### src/rtl/stmem_pkg.sv
package stmem_pkg;

  localparam int DATA_W  = 16;
  localparam int PHASE_W = 4;
  localparam int ACC_W   = 5;
  localparam int CNT_W   = ACC_W;

  typedef struct packed {
    logic [PHASE_W-1:0] tacs;
    logic [PHASE_W-1:0] tcos;
    logic [ACC_W-1:0]   tacc;
    logic [PHASE_W-1:0] tcoh;
    logic [PHASE_W-1:0] tah;
    logic [PHASE_W-1:0] tacp;
    logic               wide;
    logic               burst;
  } bank_cfg_t;

  typedef enum logic [2:0] {
    PH_IDLE = 3'd0,
    PH_ASU  = 3'd1,
    PH_CSU  = 3'd2,
    PH_ACC  = 3'd3,
    PH_BEAT = 3'd4,
    PH_CSH  = 3'd5,
    PH_AH   = 3'd6
  } phase_e;

  localparam bank_cfg_t CFG_RESET = '{
    tacs: '1, tcos: '1, tacc: '1, tcoh: '1, tah: '1, tacp: '1,
    wide: 1'b0, burst: 1'b0
  };

  // First phase at or after position 'from' whose length is not zero.
  function automatic phase_e first_phase(logic [2:0] from, bank_cfg_t c, logic wr);
    if (from <= 3'd1 && c.tacs != '0) return PH_ASU;
    if (from <= 3'd2 && c.tcos != '0) return PH_CSU;
    if (from <= 3'd3)                 return PH_ACC;
    if (from <= 3'd4 && c.burst && !wr) return PH_BEAT;
    if (from <= 3'd5 && c.tcoh != '0) return PH_CSH;
    if (from <= 3'd6 && c.tah  != '0) return PH_AH;
    return PH_IDLE;
  endfunction

  // Counter load value: phase length minus one.
  function automatic logic [CNT_W-1:0] phase_load(phase_e p, bank_cfg_t c);
    case (p)
      PH_ASU:  return CNT_W'(c.tacs) - 1'b1;
      PH_CSU:  return CNT_W'(c.tcos) - 1'b1;
      PH_ACC:  return c.tacc;
      PH_BEAT: return (c.tacp == '0) ? '0 : CNT_W'(c.tacp) - 1'b1;
      PH_CSH:  return CNT_W'(c.tcoh) - 1'b1;
      PH_AH:   return CNT_W'(c.tah) - 1'b1;
      default: return '0;
    endcase
  endfunction

endpackage

### src/rtl/stmem_cfg_store.sv
module stmem_cfg_store
  import stmem_pkg::*;
#(
  parameter int NUM_BANKS = 4,
  parameter int BANK_W    = 2
) (
  input  logic              clk,
  input  logic              rst_n,
  input  logic              wr_en,
  input  logic [BANK_W-1:0] wr_bank,
  input  bank_cfg_t         wr_cfg,
  input  logic [BANK_W-1:0] rd_bank,
  output bank_cfg_t         rd_cfg
);

  bank_cfg_t cfg_q [NUM_BANKS];

  for (genvar b = 0; b < NUM_BANKS; b++) begin : g_bank
    always_ff @(posedge clk or negedge rst_n) begin
      if (!rst_n)                                cfg_q[b] <= CFG_RESET;
      else if (wr_en && wr_bank == BANK_W'(b))   cfg_q[b] <= wr_cfg;
    end
  end

  always_comb begin
    rd_cfg = CFG_RESET;
    for (int b = 0; b < NUM_BANKS; b++)
      if (rd_bank == BANK_W'(b)) rd_cfg = cfg_q[b];
  end

endmodule

### src/rtl/stmem_phase_seq.sv
module stmem_phase_seq
  import stmem_pkg::*;
(
  input  logic      clk,
  input  logic      rst_n,
  input  logic      start,
  input  bank_cfg_t start_cfg,
  input  logic      start_write,
  output phase_e    phase,
  output logic      step,
  output logic      capture,
  output logic      done
);

  phase_e           ph_q, nxt_ph, start_ph;
  logic [CNT_W-1:0] cnt_q;
  logic [1:0]       beat_q;
  bank_cfg_t        cur_cfg;
  logic             cur_wr;
  logic             done_q;
  logic             at_end;

  assign at_end   = (ph_q != PH_IDLE) && (cnt_q == '0);
  assign start_ph = first_phase(3'd1, start_cfg, start_write);

  always_comb begin
    if (ph_q == PH_BEAT && beat_q != 2'd3) nxt_ph = PH_BEAT;
    else nxt_ph = first_phase(3'(ph_q) + 3'd1, cur_cfg, cur_wr);
  end

  assign step    = at_end && (nxt_ph == PH_BEAT);
  assign capture = at_end && !cur_wr && (ph_q == PH_ACC || ph_q == PH_BEAT);

  always_ff @(posedge clk or negedge rst_n) begin
    if (!rst_n) begin
      ph_q    <= PH_IDLE;
      cnt_q   <= '0;
      beat_q  <= '0;
      cur_cfg <= CFG_RESET;
      cur_wr  <= 1'b0;
      done_q  <= 1'b0;
    end else begin
      done_q <= at_end && (nxt_ph == PH_IDLE);
      if (start) begin
        // settings are copied at acceptance
        ph_q    <= start_ph;
        cnt_q   <= phase_load(start_ph, start_cfg);
        cur_cfg <= start_cfg;
        cur_wr  <= start_write;
        beat_q  <= '0;
      end else if (at_end) begin
        ph_q  <= nxt_ph;
        cnt_q <= phase_load(nxt_ph, cur_cfg);
        if (step) beat_q <= beat_q + 2'd1;
      end else if (ph_q != PH_IDLE) begin
        cnt_q <= cnt_q - 1'b1;
      end
    end
  end

  assign phase = ph_q;
  assign done  = done_q;

  assert_done_single_R12: assert property (@(posedge clk) disable iff (!rst_n)
    done |=> !done);
  assert_burst_end_R7: assert property (@(posedge clk) disable iff (!rst_n)
    (at_end && ph_q == PH_BEAT && beat_q == 2'd3) |=> (ph_q != PH_BEAT));
  assert_step_read_only_R9: assert property (@(posedge clk) disable iff (!rst_n)
    step |-> (cur_cfg.burst && !cur_wr));
  assert_start_idle_R2: assert property (@(posedge clk) disable iff (!rst_n)
    start |=> (ph_q != PH_IDLE));

endmodule

### src/rtl/stmem_pin_drive.sv
module stmem_pin_drive
  import stmem_pkg::*;
#(
  parameter int NUM_BANKS = 4,
  parameter int BANK_W    = 2,
  parameter int OFS_W     = 16
) (
  input  logic              clk,
  input  logic              rst_n,
  input  logic              start,
  input  logic [BANK_W-1:0] start_bank,
  input  logic [OFS_W-1:0]  start_offset,
  input  logic [DATA_W-1:0] start_wdata,
  input  logic              start_write,
  input  logic              start_wide,
  input  phase_e            phase,
  input  logic              step,
  input  logic              capture,
  output logic [NUM_BANKS-1:0] cs_n,
  output logic              oe_n,
  output logic              we_n,
  output logic [OFS_W-1:0]  addr,
  output logic [DATA_W-1:0] dq_o,
  output logic              dq_oe,
  input  logic [DATA_W-1:0] dq_i,
  output logic              rd_valid,
  output logic [DATA_W-1:0] rdata
);

  logic [BANK_W-1:0] bank_q;
  logic [OFS_W-1:0]  addr_q;
  logic [DATA_W-1:0] wdata_q, rdata_q;
  logic              wr_q, wide_q, rv_q;
  logic              cs_act, strobe_act, busy;

  assign busy       = (phase != PH_IDLE);
  assign cs_act     = (phase == PH_CSU) || (phase == PH_ACC) ||
                      (phase == PH_BEAT) || (phase == PH_CSH);
  assign strobe_act = (phase == PH_ACC) || (phase == PH_BEAT);

  always_ff @(posedge clk or negedge rst_n) begin
    if (!rst_n) begin
      bank_q  <= '0;
      addr_q  <= '0;
      wdata_q <= '0;
      wr_q    <= 1'b0;
      wide_q  <= 1'b0;
      rdata_q <= '0;
      rv_q    <= 1'b0;
    end else begin
      rv_q <= capture;
      if (start) begin
        bank_q  <= start_bank;
        addr_q  <= start_offset;
        wdata_q <= start_wdata;
        wr_q    <= start_write;
        wide_q  <= start_wide;
      end else if (step) begin
        // only the two word-address bits advance
        if (wide_q) addr_q[2:1] <= addr_q[2:1] + 2'd1;
        else        addr_q[1:0] <= addr_q[1:0] + 2'd1;
      end
      if (capture)
        rdata_q <= wide_q ? dq_i : {8'h00, dq_i[7:0]};
    end
  end

  for (genvar b = 0; b < NUM_BANKS; b++) begin : g_cs
    assign cs_n[b] = !(cs_act && bank_q == BANK_W'(b));
  end

  assign oe_n     = !(strobe_act && !wr_q);
  assign we_n     = !(strobe_act && wr_q);
  assign addr     = addr_q;
  assign dq_o     = wide_q ? wdata_q : {8'h00, wdata_q[7:0]};
  assign dq_oe    = wr_q && busy;
  assign rd_valid = rv_q;
  assign rdata    = rdata_q;

  assert_addr_stable_R3: assert property (@(posedge clk) disable iff (!rst_n)
    (busy && $past(busy) && !$past(step) && !$past(start)) |-> $stable(addr));
  assert_we_with_data_R9: assert property (@(posedge clk) disable iff (!rst_n)
    !we_n |-> dq_oe);
  assert_strobe_excl_R9: assert property (@(posedge clk) disable iff (!rst_n)
    !(!oe_n && !we_n));
  assert_cs_onehot_R10: assert property (@(posedge clk) disable iff (!rst_n)
    $onehot0(~cs_n));

endmodule

### src/rtl/stmem_timing_ctrl.sv
module stmem_timing_ctrl
  import stmem_pkg::*;
#(
  parameter int NUM_BANKS = 4,
  parameter int OFS_W     = 16,
  localparam int BANK_W   = (NUM_BANKS > 1) ? $clog2(NUM_BANKS) : 1
) (
  input  logic                 clk,
  input  logic                 rst_n,
  input  logic                 cfg_valid,
  input  logic [BANK_W-1:0]    cfg_bank,
  input  logic [3:0]           cfg_tacs,
  input  logic [3:0]           cfg_tcos,
  input  logic [4:0]           cfg_tacc,
  input  logic [3:0]           cfg_tcoh,
  input  logic [3:0]           cfg_taddr_hold,
  input  logic [3:0]           cfg_tacp,
  input  logic                 cfg_wide,
  input  logic                 cfg_burst,
  input  logic                 req_valid,
  output logic                 req_ready,
  input  logic                 req_write,
  input  logic [BANK_W-1:0]    req_bank,
  input  logic [OFS_W-1:0]     req_offset,
  input  logic [15:0]          req_wdata,
  output logic                 rsp_rd_valid,
  output logic [15:0]          rsp_rdata,
  output logic                 rsp_done,
  output logic [NUM_BANKS-1:0] mem_cs_n,
  output logic                 mem_oe_n,
  output logic                 mem_we_n,
  output logic [OFS_W-1:0]     mem_addr,
  output logic [15:0]          mem_dq_o,
  output logic                 mem_dq_oe,
  input  logic [15:0]          mem_dq_i
);

  bank_cfg_t wr_cfg, sel_cfg;
  phase_e    phase;
  logic      start, step, capture;

  assign wr_cfg = '{tacs: cfg_tacs, tcos: cfg_tcos, tacc: cfg_tacc,
                    tcoh: cfg_tcoh, tah: cfg_taddr_hold, tacp: cfg_tacp,
                    wide: cfg_wide, burst: cfg_burst};

  assign req_ready = (phase == PH_IDLE);
  assign start     = req_valid && req_ready;

  stmem_cfg_store #(.NUM_BANKS(NUM_BANKS), .BANK_W(BANK_W)) u_cfg (
    .clk(clk), .rst_n(rst_n), .wr_en(cfg_valid), .wr_bank(cfg_bank),
    .wr_cfg(wr_cfg), .rd_bank(req_bank), .rd_cfg(sel_cfg)
  );

  stmem_phase_seq u_seq (
    .clk(clk), .rst_n(rst_n), .start(start), .start_cfg(sel_cfg),
    .start_write(req_write), .phase(phase), .step(step),
    .capture(capture), .done(rsp_done)
  );

  stmem_pin_drive #(.NUM_BANKS(NUM_BANKS), .BANK_W(BANK_W), .OFS_W(OFS_W)) u_pins (
    .clk(clk), .rst_n(rst_n), .start(start), .start_bank(req_bank),
    .start_offset(req_offset), .start_wdata(req_wdata),
    .start_write(req_write), .start_wide(sel_cfg.wide),
    .phase(phase), .step(step), .capture(capture),
    .cs_n(mem_cs_n), .oe_n(mem_oe_n), .we_n(mem_we_n), .addr(mem_addr),
    .dq_o(mem_dq_o), .dq_oe(mem_dq_oe), .dq_i(mem_dq_i),
    .rd_valid(rsp_rd_valid), .rdata(rsp_rdata)
  );

  assert_strobe_inside_cs_R4: assert property (@(posedge clk) disable iff (!rst_n)
    (!mem_oe_n || !mem_we_n) |-> !(&mem_cs_n));
  assert_busy_after_accept_R2: assert property (@(posedge clk) disable iff (!rst_n)
    (req_valid && req_ready) |=> !req_ready);
  assert_rv_needs_read_R12: assert property (@(posedge clk) disable iff (!rst_n)
    rsp_rd_valid |-> !mem_dq_oe);

endmodule

### config.mk
export PLATFORM = sky130hd
export DESIGN_NAME = stmem_timing_ctrl
export DESIGN_NICKNAME = d
export VERILOG_FILES = /design/src/rtl/stmem_pkg.sv /design/src/rtl/stmem_cfg_store.sv /design/src/rtl/stmem_phase_seq.sv /design/src/rtl/stmem_pin_drive.sv /design/src/rtl/stmem_timing_ctrl.sv
export SDC_FILE = /design/constraint.sdc
export NUM_CORES = 1
export LEC_CHECK = 0
export ABC_AREA = 0
export BUFFER_PORTS_ARGS = -buffer_cell sky130_fd_sc_hd__buf_4
export CORE_MARGIN = 8
export CORE_UTILIZATION = 30
export CTS_BUF_LIST = sky130_fd_sc_hd__clkbuf_8
export CTS_CLUSTER_DIAMETER = 150
export DETAILED_ROUTE_END_ITERATION = 16
export PLACE_DENSITY = 0.56
export SLEW_MARGIN = 20
export SYNTH_ARGS = -nofsm -noshare
export SYNTH_HDL_FRONTEND = slang
export SYNTH_SLANG_ARGS = --single-unit
### constraint.sdc
create_clock -name clk -period 4.3 [get_ports clk]
set_clock_uncertainty 0.2 [all_clocks]
set_input_delay 0.86 -clock clk [delete_from_list [all_inputs] [get_ports clk]]
set_output_delay 0.86 -clock clk [all_outputs]
set_load 0.01 [all_outputs]
## After elaboration in Yosys (flattened, before gate mapping)

Index checks and enable logic that the tools add are counted.

- Input bits: 84
- Word-level logic and storage cells: 259
- Bits in writable memories: 0
- Register bits after elaboration: 198
- Memories: 0
- Latch bits: 0
- Memory bits (read-only): 0

- Bitwise logic cells: 0
- Reduce and logical (&&, ||, !) cells: 61
- Multiply operators: 0
- Divide/modulo/power cells: 0
- Add/subtract/negate cells: 15
- Equal/unequal tests: 27
- Mux-type cells: 97
- Shift-type cells: 0
- Magnitude comparators: 6

Operators by type and width:

| operator | number |
|---|---|
| $mux W27 | 4 |
| $mux W3 | 31 |
| $pmux W5 S6 | 2 |
| $mux W1 | 50 |
| $sub A4 B1 Y5 const B | 10 |
| $mux W16 | 2 |
| $reduce_bool A4 Y1 | 8 |
| $logic_and A1 B1 Y1 | 25 |
| $mux W5 | 5 |
| $eq A3 B3 Y1 const B | 8 |
| $eq A3 B2 Y1 const B | 6 |
| $eq A2 B2 Y1 const B | 6 |
| $le A3 B3 Y1 const B | 3 |
| $logic_not A1 Y1 | 8 |
| $logic_not A4 Y1 | 2 |
| $add A2 B1 Y2 const B | 3 |
| $eq A2 B1 Y1 const B | 3 |
| $eq A3 B1 Y1 const B | 2 |
| $le A3 B2 Y1 const B | 2 |
| $logic_not A2 Y1 | 3 |
| $logic_not A3 Y1 | 2 |
| $mux W2 | 3 |
| $reduce_and A2 Y1 | 3 |
| $reduce_bool A2 Y1 | 3 |
| other kinds (7) | 12 |

## Longest topological paths before layout

Gate-level depths: netlist of the first run.

- Word-level depth: 37
- Depth in mapped cells: 20

## Modules after synthesis

From an unflattened synthesis of the first run, not the netlist that was laid out.

- Cell total of the unflattened synthesis: 689
- Area total of the unflattened synthesis: 9962.1 µm²

By module, submodules not included:

| module | seq. area each (µm²) | area each (µm²) | cells each | instances |
|---|---|---|---|---|
| stmem_cfg_store | 2827.7 | 5203.7 | 264 | 1 |
| stmem_phase_seq | 982.2 | 2503.7 | 256 | 1 |
| stmem_pin_drive | 1326.3 | 2234.6 | 167 | 1 |
| stmem_timing_ctrl | 0.0 | 20.0 | 2 | 1 |

## Worst setup path after synthesis of the first run

Ideal clock, no wire load.

- Kind: register to register
- Start: reg u_seq.ph_q[0] (netlist: u_seq.phase[0])
- End: reg u_seq.cnt_q[4]
- Stages on the path, launching flop included: 20
- Period minus slack after synthesis: 4.179 ns
- Path buffers: 2
- Library setup time: 0.138 ns
- Slack: 0.121 ns
- Data required time: 3.962 ns
- Arrival: 3.841 ns
- Path through: dfrtp_1 ha_1 ha_1 clkbuf_2 o211a_1 o2bb2ai_1 nand2_1 a221oi_1 ha_1 buf_1 and3_1 a21oi_1 mux2_2 o211ai_1 inv_1 ha_1 inv_1 o41ai_2 a222oi_1 a211oi_2

- Cells in the longest elaborated chain, start to end: 21

RTL lines:

| item | RTL line | text |
|---|---|---|
| start: declaration | stmem_phase_seq.sv:15 | `phase_e ph_q, nxt_ph, start_ph;` |
| start signal: assignment | stmem_phase_seq.sv:46 | `ph_q <= start_ph;` |
| start signal: assignment | stmem_phase_seq.sv:52 | `ph_q <= nxt_ph;` |
| $add A3 B1 Y3 | stmem_phase_seq.sv:28 | `else nxt_ph = first_phase(3'(ph_q) + 3'd1, cur_cfg, cur_wr);` |
| $le A3 B2 Y1 / $le A3 B3 Y1 (equally long branches) | stmem_pkg.sv:37, stmem_pkg.sv:41 |  |
| $logic_and A1 B1 Y1, on equally long branches | stmem_pkg.sv:37, stmem_pkg.sv:41 |  |
| $mux W3 / $mux W1 (equally long branches) (2 in series) | stmem_pkg.sv:37, stmem_pkg.sv:41 |  |
| $mux W3 / $mux W1 (equally long branches) | stmem_phase_seq.sv:27, stmem_pkg.sv:40 |  |
| $mux W3 / $mux W1 (equally long branches) | stmem_pkg.sv:38, stmem_pkg.sv:39 |  |
| $mux W3 / $mux W1 (equally long branches) | stmem_pkg.sv:39, stmem_pkg.sv:38 |  |
| $mux W3 / $mux W1 (equally long branches) | stmem_pkg.sv:40, stmem_pkg.sv:37 |  |
| [... 4 more ...] | - |  |
| $mux W3 | stmem_pkg.sv:39 | `if (from <= 3'd4 && c.burst && !wr) return PH_BEAT;` |
| $mux W3 | stmem_pkg.sv:38 | `if (from <= 3'd3) return PH_ACC;` |
| $mux W3 | stmem_pkg.sv:37 | `if (from <= 3'd2 && c.tcos != '0) return PH_CSU;` |
| $mux W3 | stmem_phase_seq.sv:27 | `if (ph_q == PH_BEAT && beat_q != 2'd3) nxt_ph = PH_BEAT;` |
| $eq A3 B3 Y1 (tied with other cells) | stmem_pkg.sv:47 | `case (p)` |
| $pmux W5 S6 | stmem_pkg.sv:47 |  |
| $mux W5 | stmem_phase_seq.sv:51 | `end else if (at_end) begin` |
| $mux W5 | stmem_phase_seq.sv:44 | `if (start) begin` |
| end signal: assignment | stmem_phase_seq.sv:47 | `cnt_q <= phase_load(start_ph, start_cfg);` |
| end signal: assignment | stmem_phase_seq.sv:53 | `cnt_q <= phase_load(nxt_ph, cur_cfg);` |
| end signal: assignment | stmem_phase_seq.sv:56 | `cnt_q <= cnt_q - 1'b1;` |
| end: declaration | stmem_phase_seq.sv:16 | `logic [CNT_W-1:0] cnt_q;` |

Several ways; a longest one is shown, not always the timed one. The select of a mux whose other input is x is not followed.
A chain may end at the register's enable or synchronous reset.

## Worst setup path after layout of the first run

Ends and elaborated chain as after synthesis.

==> impl_metrics.env, run 1 <==
export IMPL_post_synth_inst_count=824
export IMPL_synthArstFlopShare=1.00
export IMPL_max_clock_path_buffers=2
export IMPL_critical_path_required_ps=4510
export IMPL_antenna_diode_count=0
export IMPL_status="finished, final reports clean"
export IMPL_grt_use_total=0.120
export IMPL_post_synth_top_area_cell="sky130_fd_sc_hd__dfstp_2"
export IMPL_synth_area_top_cells="sky130_fd_sc_hd__dfstp_2 (35%), sky130_fd_sc_hd__dfrtp_1 (19%), sky130_fd_sc_hd__mux2_2 (13%)"
export IMPL_worstMarginPinSlew_ps=917
export IMPL_ys_ff_latch=198
export IMPL_route_vias_total=6499
export IMPL_final_hold_viol_count=0
export IMPL_yosys_warnings=0
export IMPL_cts_tree="yes"
export IMPL_io_buffer_count=141
export IMPL_drc_errors_left=0
export IMPL_final_hold_slack_ps=264
export IMPL_dieArea_mm2=0.0374
export IMPL_drt_pre_antenna_iters=7
export IMPL_yosysTopAreaCellShare=0.348
export IMPL_dpl_cell_area_mm2=0.0109
export IMPL_slew_headroom=0.388
export IMPL_maxCapViolations=0
export IMPL_design_portCount=142
export IMPL_grt_first_pass_wirelength_um=36900
export IMPL_vdd_ir_drop_max_v=0.000280
export IMPL_syn_mean_instance_area_um2=11.5
export IMPL_fin_cells=1363
export IMPL_initial_core_util=0.302
export IMPL_tritoncts_num_buffers=17
export IMPL_worstSetupPathType="reg2reg"
export IMPL_clockRootBuffer="sky130_fd_sc_hd__clkbuf_8"
export IMPL_synth_edff_count=0
export IMPL_fp_dieW_um=193
export IMPL_most_frequent_cells_in_the_layout="sky130_fd_sc_hd__nand2_1 (239), sky130_fd_sc_hd__buf_4 (154), sky130_fd_sc_hd__dfstp_2 (125), sky130_fd_sc_hd__mux2_2 (111), sky130_fd_sc_hd__dfrtp_1 (72)"
export IMPL_clkSlewWorstSetupHoldPaths_ps=130
export IMPL_h_tree_depth=4
export IMPL_detailedPlacementHpwl_um=15700
export IMPL_final_setup_viol_count=0
export IMPL_final_min_clock_period_ps=4100
export IMPL_detail_route_wl_per_cell_um=16.5
export IMPL_final_critical_path_setup_slack_ps=202
export IMPL_syn2layout_area_growth_pct=21.4
export IMPL_period_share=0.953
export IMPL_grt_pass1_vias=6834
export IMPL_maximum_clock_frequency_mhz=244
export IMPL_synth_net_count=923
export IMPL_grt_max_degree=96
export IMPL_mappedNetlistArea_mm2=0.00944
export IMPL_most_common_flop_cell_mapped_by_yosys="sky130_fd_sc_hd__dfstp_2"
export IMPL_nFillCells=3099
export IMPL_p_per_area_mw_per_mm2=674
export IMPL_cp_max_stage_delay_ps=460
export IMPL_crit_arrival_ps=4310
export IMPL_grt_overflow=0
export IMPL_wirelength_um=22500
export IMPL_timing_critical_path_from_type="flop"
export IMPL_initialDrtViolationCount=303
export IMPL_routed_via_density=4.77
export IMPL_yosysSeqAreaShare=0.541
export IMPL_detailedPlace_worstSlack_ps=32.7
export IMPL_path_cells="ha_1, ha_1, o211a_1, o2bb2ai_1, nand2_1, a221oi_2, buf_4, inv_1, ha_2, a22oi_2, mux2_2, o211ai_1, inv_1, ha_1, inv_1, o41ai_2, a222oi_1, a211oi_2"
export IMPL_final_nets=1047
export IMPL_antenna_found_initial=0
export IMPL_dieHeight_um=193
export IMPL_hold_path_class="reg2reg"
export IMPL_layout_commonest_cell="sky130_fd_sc_hd__nand2_1"
export IMPL_core_rowCount=65
export IMPL_route_antenna_remaining_nets=0
export IMPL_postLayoutCoreUtil=0.366
export IMPL_final_layout_size_suffix_gt1_frac=0.491
export IMPL_floorplan_core_area_mm2=0.0313
export IMPL_postLayoutCellArea_mm2=0.0115
export IMPL_clkSinkCount=198
export IMPL_power_leakage_nw=5.01
export IMPL_cpMaxStageDelayCell="sky130_fd_sc_hd__dfrtp_2"
export IMPL_cp_end_kind="flop"
export IMPL_path_max_fanout=7
export IMPL_place_congestion=0.826
export IMPL_netlist_cell_type_count=62
export IMPL_timing_max_transition_violations_final=0
export IMPL_worstSkewPairLatency_ps=480
export IMPL_place_inst=1331
==> critical path: cells and delay by family, from the launching register on <==
family,cells,cell delay (ps)
adders and majority gates,4,920
buffers and inverters,4,400
and+or+nand+nor,1,100
AOI/OAI and AO/OA,8,1800
muxes,1,180
DFF,1,460
==> state kept, by name, indices dropped and copies added (netlist names) <==
signal	flops
u_pins.rdata	16
u_cfg.cfg_q	108
u_seq.beat_q	2
u_seq.cur_cfg	26
u_pins.rd_valid	1
u_pins.bank_q	2
u_seq.done	1
u_pins.addr	16
u_seq.cur_wr	1
u_seq.phase	3
u_seq.cnt_q	5
u_pins.wide_q	1
u_pins.wdata_q	16
==> final timing paths <==
kind	start	to	slack, ps	depth (start not counted)
setup / recovery	u_seq.phase[0]	u_seq.cnt_q[4]	200	18
hold / removal	u_seq.cur_cfg[18]	u_seq.cur_cfg[18]	260	2
setup reg to reg	u_seq.phase[0]	u_seq.cnt_q[4]	200	18
hold reg to reg	u_seq.cur_cfg[18]	u_seq.cur_cfg[18]	260	2
max in group asynchronous	rst_n	u_cfg.cfg_q[95]	2670	2
min in group asynchronous	rst_n	u_seq.cnt_q[3]	280	1
==> cell families (layout without fill, tap and decap cells) <==
group	after synthesis	in the layout	synth area share
and+or+nand+nor	315	315	0.142
DFF	198	198	0.541
muxes	142	142	0.201
AOI/OAI and AO/OA	81	81	0.0600
buffers and inverters	69	206	0.0319
adders and majority gates	15	15	0.0199
xor gates and xnor gates	4	4	0.00371
==> metal layers <==
metal | GRT usage | wire [um] | share of wire
met1 | 0.151 | 10200 | 0.45
met2 | 0.203 | 11000 | 0.49
met5 | 0 | 0 | 0
met4 | 0.0339 | 257 | 0.011
met3 | 0.0311 | 1010 | 0.045
==> report_power, final <==
part | switching (mW) | internal, mW
clock network | 0.730 | 0.721
registers | 0.393 | 2.65
logic | 1.74 | 1.49
==> area by class of cell <==
type / count / area, um2 / area share
Multi-Input combinational cell: 557 / 4100 / 0.357
Timing Repair Buffer: 156 / 1190 / 0.104
Sequential cell: 198 / 5110 / 0.446
Inverter: 18 / 67.6 / 0.00590
Clock inverter: 15 / 258 / 0.0225
Clock buffer: 17 / 234 / 0.0204
Tap cell: 402 / 503 / 0.0439
==> synthesized netlist by cell type, drive strengths merged (2+ instances only) <==
library cell / count
and2: 11
nor3: 8
a21oi: 17
mux4: 27
nor2b: 2
mux2i: 4
o311ai: 4
nand3b: 5
xnor2: 3
inv: 17
and3: 4
clkbuf: 30
nand2b: 3
or3: 2
nand2: 240
nor3b: 2
a22oi: 4
dfrtp: 73
a222oi: 2
or4: 2
a31oi: 2
dfstp: 125
o211ai: 6
nor4b: 2
buf: 21
o21ai: 26
o221ai: 2
ha: 15
o31a: 2
nor4: 6
o31ai: 2
nor2: 18
nand3: 8
mux2: 111
==> metrics by stage <==
step                power, mW  TNS [ps]
finish                   7.73         0
global placement         6.16         0
global route             8.32     -24.8
CTS                      7.72         0
detailed placement       6.23         0
floorplan                5.14         0
==> what timing repair did <==
action                                  CTS  global route
gates resized for setup                   0            11
buffers inserted                          0             0
endpoints found under the setup margin    0             3
hold buffers                              0             0
endpoints found under the hold margin     0             0
Note: power is estimated with default switching activity, not from simulation.
==> inputs of run 2 (changes only) <==
--- a/config.mk
+++ b/config.mk
@@ -9,3 +9,3 @@
 export BUFFER_PORTS_ARGS = -buffer_cell sky130_fd_sc_hd__buf_4
-export CORE_MARGIN = 8
+export CORE_MARGIN = 5
 export CORE_UTILIZATION = 30
==> constraint.sdc (replaced) <==
create_clock -name clk -period 4.3 [get_ports clk]
set_clock_uncertainty 0.2 [all_clocks]
set_input_delay 0.215 -clock clk [delete_from_list [all_inputs] [get_ports clk]]
set_output_delay 0.215 -clock clk [all_outputs]
set_load 0.01 [all_outputs]
==> impl_metrics.env, run 2 (synthesis results as in run 1) <==
export IMPL_status="finished, final reports clean"
export IMPL_clkSinkCount=198
export IMPL_clkSlewWorstSetupHoldPaths_ps=110
export IMPL_totalNegativeSetupSlack_ps=0
export IMPL_final_layout_size_suffix_gt1_frac=0.456
export IMPL_final_nets=1133
export IMPL_cts_tree="yes"
export IMPL_critical_path_required_ps=4490
export IMPL_detailedPlacementHpwl_um=15500
export IMPL_place_inst=1331
export IMPL_initialDrtViolationCount=350
export IMPL_largest_reg_flops=108
export IMPL_antenna_found_initial=0
export IMPL_timing_max_transition_violations_final=0
export IMPL_worstSetupPathType="reg2reg"
export IMPL_p_per_area_mw_per_mm2=629
export IMPL_io_buffer_count=141
export IMPL_nFillCells=3049
export IMPL_maxCapViolations=0
export IMPL_grt_first_pass_wirelength_um=38500
export IMPL_largest_register="u_cfg.cfg_q"
export IMPL_most_frequent_cells_in_the_layout="sky130_fd_sc_hd__nand2_1 (239), sky130_fd_sc_hd__buf_4 (161), sky130_fd_sc_hd__dfstp_2 (125), sky130_fd_sc_hd__mux2_2 (111), sky130_fd_sc_hd__dlygate4sd3_1 (79)"
export IMPL_route_antenna_remaining_nets=0
export IMPL_cp_end_kind="flop"
export IMPL_crit_top_cell="sky130_fd_sc_hd__ha_1"
export IMPL_dpl_cell_area_mm2=0.0109
export IMPL_maximum_clock_frequency_mhz=241
export IMPL_dieHeight_um=187
export IMPL_path_cells="ha_1, ha_1, o211a_4, o2bb2ai_1, nand2_1, a221oi_4, buf_4, ha_4, nor2_1, a21oi_1, mux2_2, o211ai_1, inv_1, ha_1, inv_1, o41ai_2, a222oi_1, a211oi_2"
export IMPL_hold_path_class="in2reg"
export IMPL_grt_max_degree=118
export IMPL_worstMarginPinSlew_ps=967
export IMPL_postLayoutCoreUtil=0.390
export IMPL_period_share=0.964
export IMPL_antenna_diode_count=0
export IMPL_drc_errors_left=0
export IMPL_postLayoutCellArea_mm2=0.0122
export IMPL_h_tree_depth=4
export IMPL_route_vias_total=6774
export IMPL_fin_cells=1449
export IMPL_tritoncts_num_buffers=17
export IMPL_grt_overflow=0
export IMPL_crit_arrival_ps=4330
export IMPL_routed_via_density=4.67
export IMPL_vdd_ir_drop_max_v=0.000381
export IMPL_detail_route_wl_per_cell_um=15.9
export IMPL_timing_critical_path_from_type="flop"
export IMPL_final_hold_viol_count=0
export IMPL_cp_max_stage_delay_ps=460
export IMPL_floorplan_core_area_mm2=0.0313
export IMPL_syn2layout_area_growth_pct=29.3
export IMPL_wirelength_um=23000
export IMPL_final_setup_viol_count=0
export IMPL_final_min_clock_period_ps=4150
export IMPL_layout_top_registers="u_cfg.cfg_q (108), u_seq.cur_cfg (26)"
export IMPL_slew_headroom=0.356
export IMPL_core_rowCount=65
export IMPL_grt_use_total=0.133
export IMPL_clockRootBuffer="sky130_fd_sc_hd__clkbuf_8"
export IMPL_path_max_fanout=10
export IMPL_cpMaxStageDelayCell="sky130_fd_sc_hd__dfrtp_2"
export IMPL_layout_commonest_cell="sky130_fd_sc_hd__nand2_1"
export IMPL_design_portCount=142
export IMPL_dieArea_mm2=0.0351
export IMPL_post_layout_total_power_mw=7.68
export IMPL_power_leakage_nw=5.34
export IMPL_drt_pre_antenna_iters=5
export IMPL_worstSkewPairLatency_ps=460
export IMPL_max_clock_path_buffers=2
export IMPL_grt_pass1_vias=7105
export IMPL_place_congestion=0.862
export IMPL_fp_dieW_um=187
export IMPL_initial_core_util=0.302
-- run 2: changes by cell type in the layout (fill, tap and decap cells not counted), sizes merged --
cell,delta
dlygate4sd3,+79
buf,+7
clkinv,+1
clkbuf,+1
bufinv,-4
inv,+2
-- run 2: area by class of cell --
class | count | area, um2 | area share
flip-flops and latches | 198 | 5110 | 0.419
clock buffers | 18 | 248 | 0.0203
multi-input cells | 557 | 4100 | 0.336
clock inverters | 14 | 140 | 0.0115
inverters | 18 | 67.6 | 0.00554
well taps | 402 | 503 | 0.0412
repair buffers | 242 | 2030 | 0.167
-- run 2: where the power goes --
group	internal (mW)	total [mW]	switching [mW]
clock network	0.494	1.21	0.712
registers	2.65	3.05	0.398
logic	1.63	3.42	1.79
-- run 2: worst max-delay path, delay by kind of cell, from the launching register on --
kind / cells / cell delay [ps]
flip-flops: 1 / 460
adder cells (fa/ha/maj): 4 / 930
multiplexers: 1 / 170
AND/OR/NAND/NOR: 2 / 220
AO/OA/AOI/OAI: 8 / 1790
buffers and inverters: 3 / 320
-- run 2: routing by layer --
layer  track usage  vias to the layer above  part of all wire
met5             0                        -                 0
met4        0.0319                        0             0.015
met3        0.0304                       23             0.036
met2         0.221                      134              0.48
met1         0.176                     3354              0.47
li1              -                     3263                 -
-- run 2: final timing paths --
path / start / end / slack, ps / depth (start not counted)
setup / recovery: u_seq.phase[0] / u_seq.cnt_q[4] / 150 / 18
hold / removal: req_bank[0] / u_pins.bank_q[0] / 200 / 4
setup reg to reg: u_seq.phase[0] / u_seq.cnt_q[4] / 150 / 18
hold reg to reg: u_seq.cur_cfg[16] / u_seq.cur_cfg[16] / 270 / 2
max in group asynchronous: rst_n / u_cfg.cfg_q[63] / 2680 / 3
min in group asynchronous: rst_n / u_seq.cnt_q[4] / 290 / 2
-- run 2: what timing repair did --
item / 4_1_cts / 5_1_grt
setup buffers: 0 / 7
endpoints found under the setup margin: 1 / 3
pin swaps: 0 / 3
endpoints found under the hold margin: 211 / 0
gates cloned: 0 / 0
hold buffers: 79 / 0
resized for setup: 3 / 8
-- run 2: stage by stage --
| stage | worst slack [ps] | hold slack, ps |
|---|---|---|
| after floorplan | 121 | -281 |
| after global placement | 85.8 | 208 |
| after detailed placement | -61.9 | 210 |
| after CTS | 99.2 | 194 |
| after global routing | -11.0 | 233 |
| final | 154 | 204 |
==> inputs of run 3 (changes only) <==
PLACE_DENSITY = 0.54   (was 0.56)
SYNTH_HIERARCHICAL = 1   (was not set)
clock period = 5.2 ns   (was 4.3 ns; I/O delays follow)
==> impl_metrics.env, run 3 <==
export IMPL_worstMarginPinSlew_ps=856
export IMPL_post_synth_top_area_cell="sky130_fd_sc_hd__dfstp_2"
export IMPL_post_cts_buffers=0
export IMPL_grt_use_total=0.125
export IMPL_grt_setup_unrepaired="false"
export IMPL_cts_repair_resize_count=0
export IMPL_synthArstFlopShare=1.00
export IMPL_syn_mean_instance_area_um2=14.5
export IMPL_place_inst=1239
export IMPL_totalNegativeSetupSlack_ps=0
export IMPL_clkSinkCount=199
export IMPL_layout_top_registers="u_cfg/cfg_q (108), u_seq/cur_cfg (26)"
export IMPL_fp_dieW_um=192
export IMPL_power_report_internal_total_mw=3.97
export IMPL_p_per_area_mw_per_mm2=500
export IMPL_post_cts_hold_buffer_count=77
export IMPL_path_max_fanout=10
export IMPL_io_buffer_count=141
export IMPL_power_frac_comb=0.423
export IMPL_final_setup_viol_count=0
export IMPL_drc_errors_left=0
export IMPL_final_hold_viol_count=0
export IMPL_synth_net_count=785
export IMPL_ys_ff_latch=199
export IMPL_mappedNetlistArea_mm2=0.00996
export IMPL_route_antenna_remaining_nets=0
export IMPL_fin_cells=1348
export IMPL_antenna_found_initial=0
export IMPL_vdd_ir_drop_max_v=0.000264
export IMPL_floorplan_core_area_mm2=0.0327
export IMPL_crit_arrival_ps=4480
export IMPL_syn2layout_area_growth_pct=25.2
export IMPL_maxCapViolations=0
export IMPL_postLayoutCoreUtil=0.382
export IMPL_grt_max_degree=102
export IMPL_core_rowCount=66
export IMPL_antenna_diode_count=0
export IMPL_routed_via_density=4.67
export IMPL_initial_core_util=0.305
export IMPL_most_frequent_cells_in_the_layout="sky130_fd_sc_hd__buf_4 (149), sky130_fd_sc_hd__dfstp_2 (125), sky130_fd_sc_hd__mux2_2 (111), sky130_fd_sc_hd__dlygate4sd3_1 (77), sky130_fd_sc_hd__dfrtp_1 (74)"
export IMPL_initialDrtViolationCount=363
export IMPL_clockRootBuffer="sky130_fd_sc_hd__clkbuf_8"
export IMPL_final_layout_size_suffix_gt1_frac=0.561
export IMPL_power_leakage_nw=5.33
export IMPL_h_tree_depth=4
export IMPL_critical_path_required_ps=5400
export IMPL_cts_tree="yes"
export IMPL_timing_max_transition_violations_final=0
export IMPL_grt_overflow=0
export IMPL_yosysTopAreaCellShare=0.330
export IMPL_post_synth_inst_count=689
export IMPL_worstSetupPathType="reg2reg"
export IMPL_switchingPower_mw=2.27
export IMPL_tritoncts_num_buffers=17
export IMPL_max_clock_path_buffers=2
export IMPL_synth_most_common_cell="sky130_fd_sc_hd__dfstp_2"
export IMPL_dieArea_mm2=0.0370
export IMPL_synth_area_top_cells="sky130_fd_sc_hd__dfstp_2 (33%), sky130_fd_sc_hd__dfrtp_1 (19%), sky130_fd_sc_hd__mux2_2 (13%)"
export IMPL_place_congestion=0.838
export IMPL_dieHeight_um=192
export IMPL_seqPwrFrac=0.411
export IMPL_maximum_clock_frequency_mhz=234
export IMPL_detail_route_wl_per_cell_um=17.1
export IMPL_timing_critical_path_from_type="flop"
export IMPL_cp_end_kind="flop"
export IMPL_most_common_flop_cell_mapped_by_yosys="sky130_fd_sc_hd__dfstp_2"
export IMPL_drt_pre_antenna_iters=6
export IMPL_hold_path_class="in2reg"
export IMPL_detailedPlacementHpwl_um=15000
export IMPL_final_min_clock_period_ps=4270
export IMPL_route_vias_total=6291
export IMPL_final_critical_path_setup_slack_ps=925
export IMPL_wirelength_um=23100
export IMPL_largest_register="u_cfg/cfg_q"
export IMPL_grt_first_pass_wirelength_um=36500
export IMPL_detailedPlace_worstSlack_ps=1010
export IMPL_netlist_cell_type_count=65
export IMPL_yosys_warnings=6
export IMPL_netSwitchingFraction=0.364
export IMPL_final_nets=989
export IMPL_worstSkewPairLatency_ps=470
export IMPL_grt_pass1_vias=6760
export IMPL_yosysSeqAreaShare=0.516
export IMPL_layout_commonest_cell="sky130_fd_sc_hd__buf_4"
export IMPL_synth_edff_count=0
export IMPL_period_share=0.822
export IMPL_synth_common_cells="sky130_fd_sc_hd__dfstp_2 (125), sky130_fd_sc_hd__mux2_2 (111), sky130_fd_sc_hd__dfrtp_1 (74)"
export IMPL_largest_reg_flops=108
export IMPL_status="finished, final reports clean"
export IMPL_nFillCells=3137
export IMPL_slew_headroom=0.429
export IMPL_clkPwrFrac=0.165
export IMPL_clkSlewWorstSetupHoldPaths_ps=110
export IMPL_design_portCount=142
run 3: kinds of logic after synthesis:
kind of cell / synth area share
xor gates and xnor gates: 0.00955
buffers and inverters: 0.0484
muxes: 0.295
DFF: 0.516
AOI/OAI and AO/OA: 0.0515
and+or+nand+nor: 0.0653
adders and majority gates: 0.0151
run 3: final timing paths:
kind | from | endpoint | slack (ps) | depth (start not counted)
min | req_valid | u_seq/phase[2] | 160 | 4
min in group asynchronous | rst_n | u_pins/bank_q[0] | 200 | 2
max reg2reg | u_seq/phase[0] | u_seq/cnt_q[1] | 930 | 17
min reg2reg | u_pins/wdata_q[15] | u_pins/wdata_q[15] | 310 | 1
max in group asynchronous | rst_n | u_cfg/cfg_q[91] | 3570 | 3
max | u_seq/phase[0] | u_seq/cnt_q[1] | 930 | 17
run 3: stage by stage:
stage          hold WS, ps  power, mW  area (um2)
2_1_floorplan         -236       4.37        9960
3_3_place_gp           214       5.14       11300
3_5_place_dp           197       5.18       11300
4_1_cts                117       6.31       12500
5_1_grt                140       6.68       12500
6_report               163       6.24       12500
run 3: cell type report:
| class | instances | area [um2] | share of cell area |
|---|---|---|---|
| repair buffers | 228 | 1920 | 0.154 |
| multi-input cells | 425 | 4360 | 0.350 |
| clock buffers | 17 | 234 | 0.0188 |
| inverters | 22 | 82.6 | 0.00662 |
| clock inverters | 15 | 183 | 0.0146 |
| well taps | 442 | 553 | 0.0443 |
| flip-flops and latches | 199 | 5140 | 0.412 |
run 3: critical path, stage by stage, from the launching register on:
cell	delay, ps
sky130_fd_sc_hd__dfrtp_1	620
sky130_fd_sc_hd__inv_1	180
sky130_fd_sc_hd__ha_1	370
sky130_fd_sc_hd__nand2b_1	200
sky130_fd_sc_hd__a21oi_1	370
sky130_fd_sc_hd__nor2_1	110
sky130_fd_sc_hd__o32ai_1	300
sky130_fd_sc_hd__a21oi_1	190
sky130_fd_sc_hd__inv_1	110
sky130_fd_sc_hd__ha_1	330
sky130_fd_sc_hd__inv_1	140
sky130_fd_sc_hd__nand2_1	90
sky130_fd_sc_hd__nor4_1	50
sky130_fd_sc_hd__a311oi_2	260
sky130_fd_sc_hd__ha_1	280
sky130_fd_sc_hd__o21ai_0	130
sky130_fd_sc_hd__o21ai_0	90
sky130_fd_sc_hd__a22oi_1	160
run 3: power groups by stage:
stage	Clock (mW)	Sequential, mW	Combinational, mW
2_1_floorplan	0	2.51	1.86
3_5_place_dp	0	2.60	2.58
6_report	1.03	2.57	2.64
3_3_place_gp	0	2.58	2.56
4_1_cts	1.10	2.57	2.64
5_1_grt	1.15	2.64	2.88
run 3: routing by layer:
metal | share of wire | track usage | vias to the layer above
met2 | 0.44 | 0.193 | 177
met1 | 0.48 | 0.174 | 3178
met4 | 0.0092 | 0.0304 | 0
met3 | 0.068 | 0.0347 | 13
li1 | - | - | 2923
met5 | 0 | 0 | -
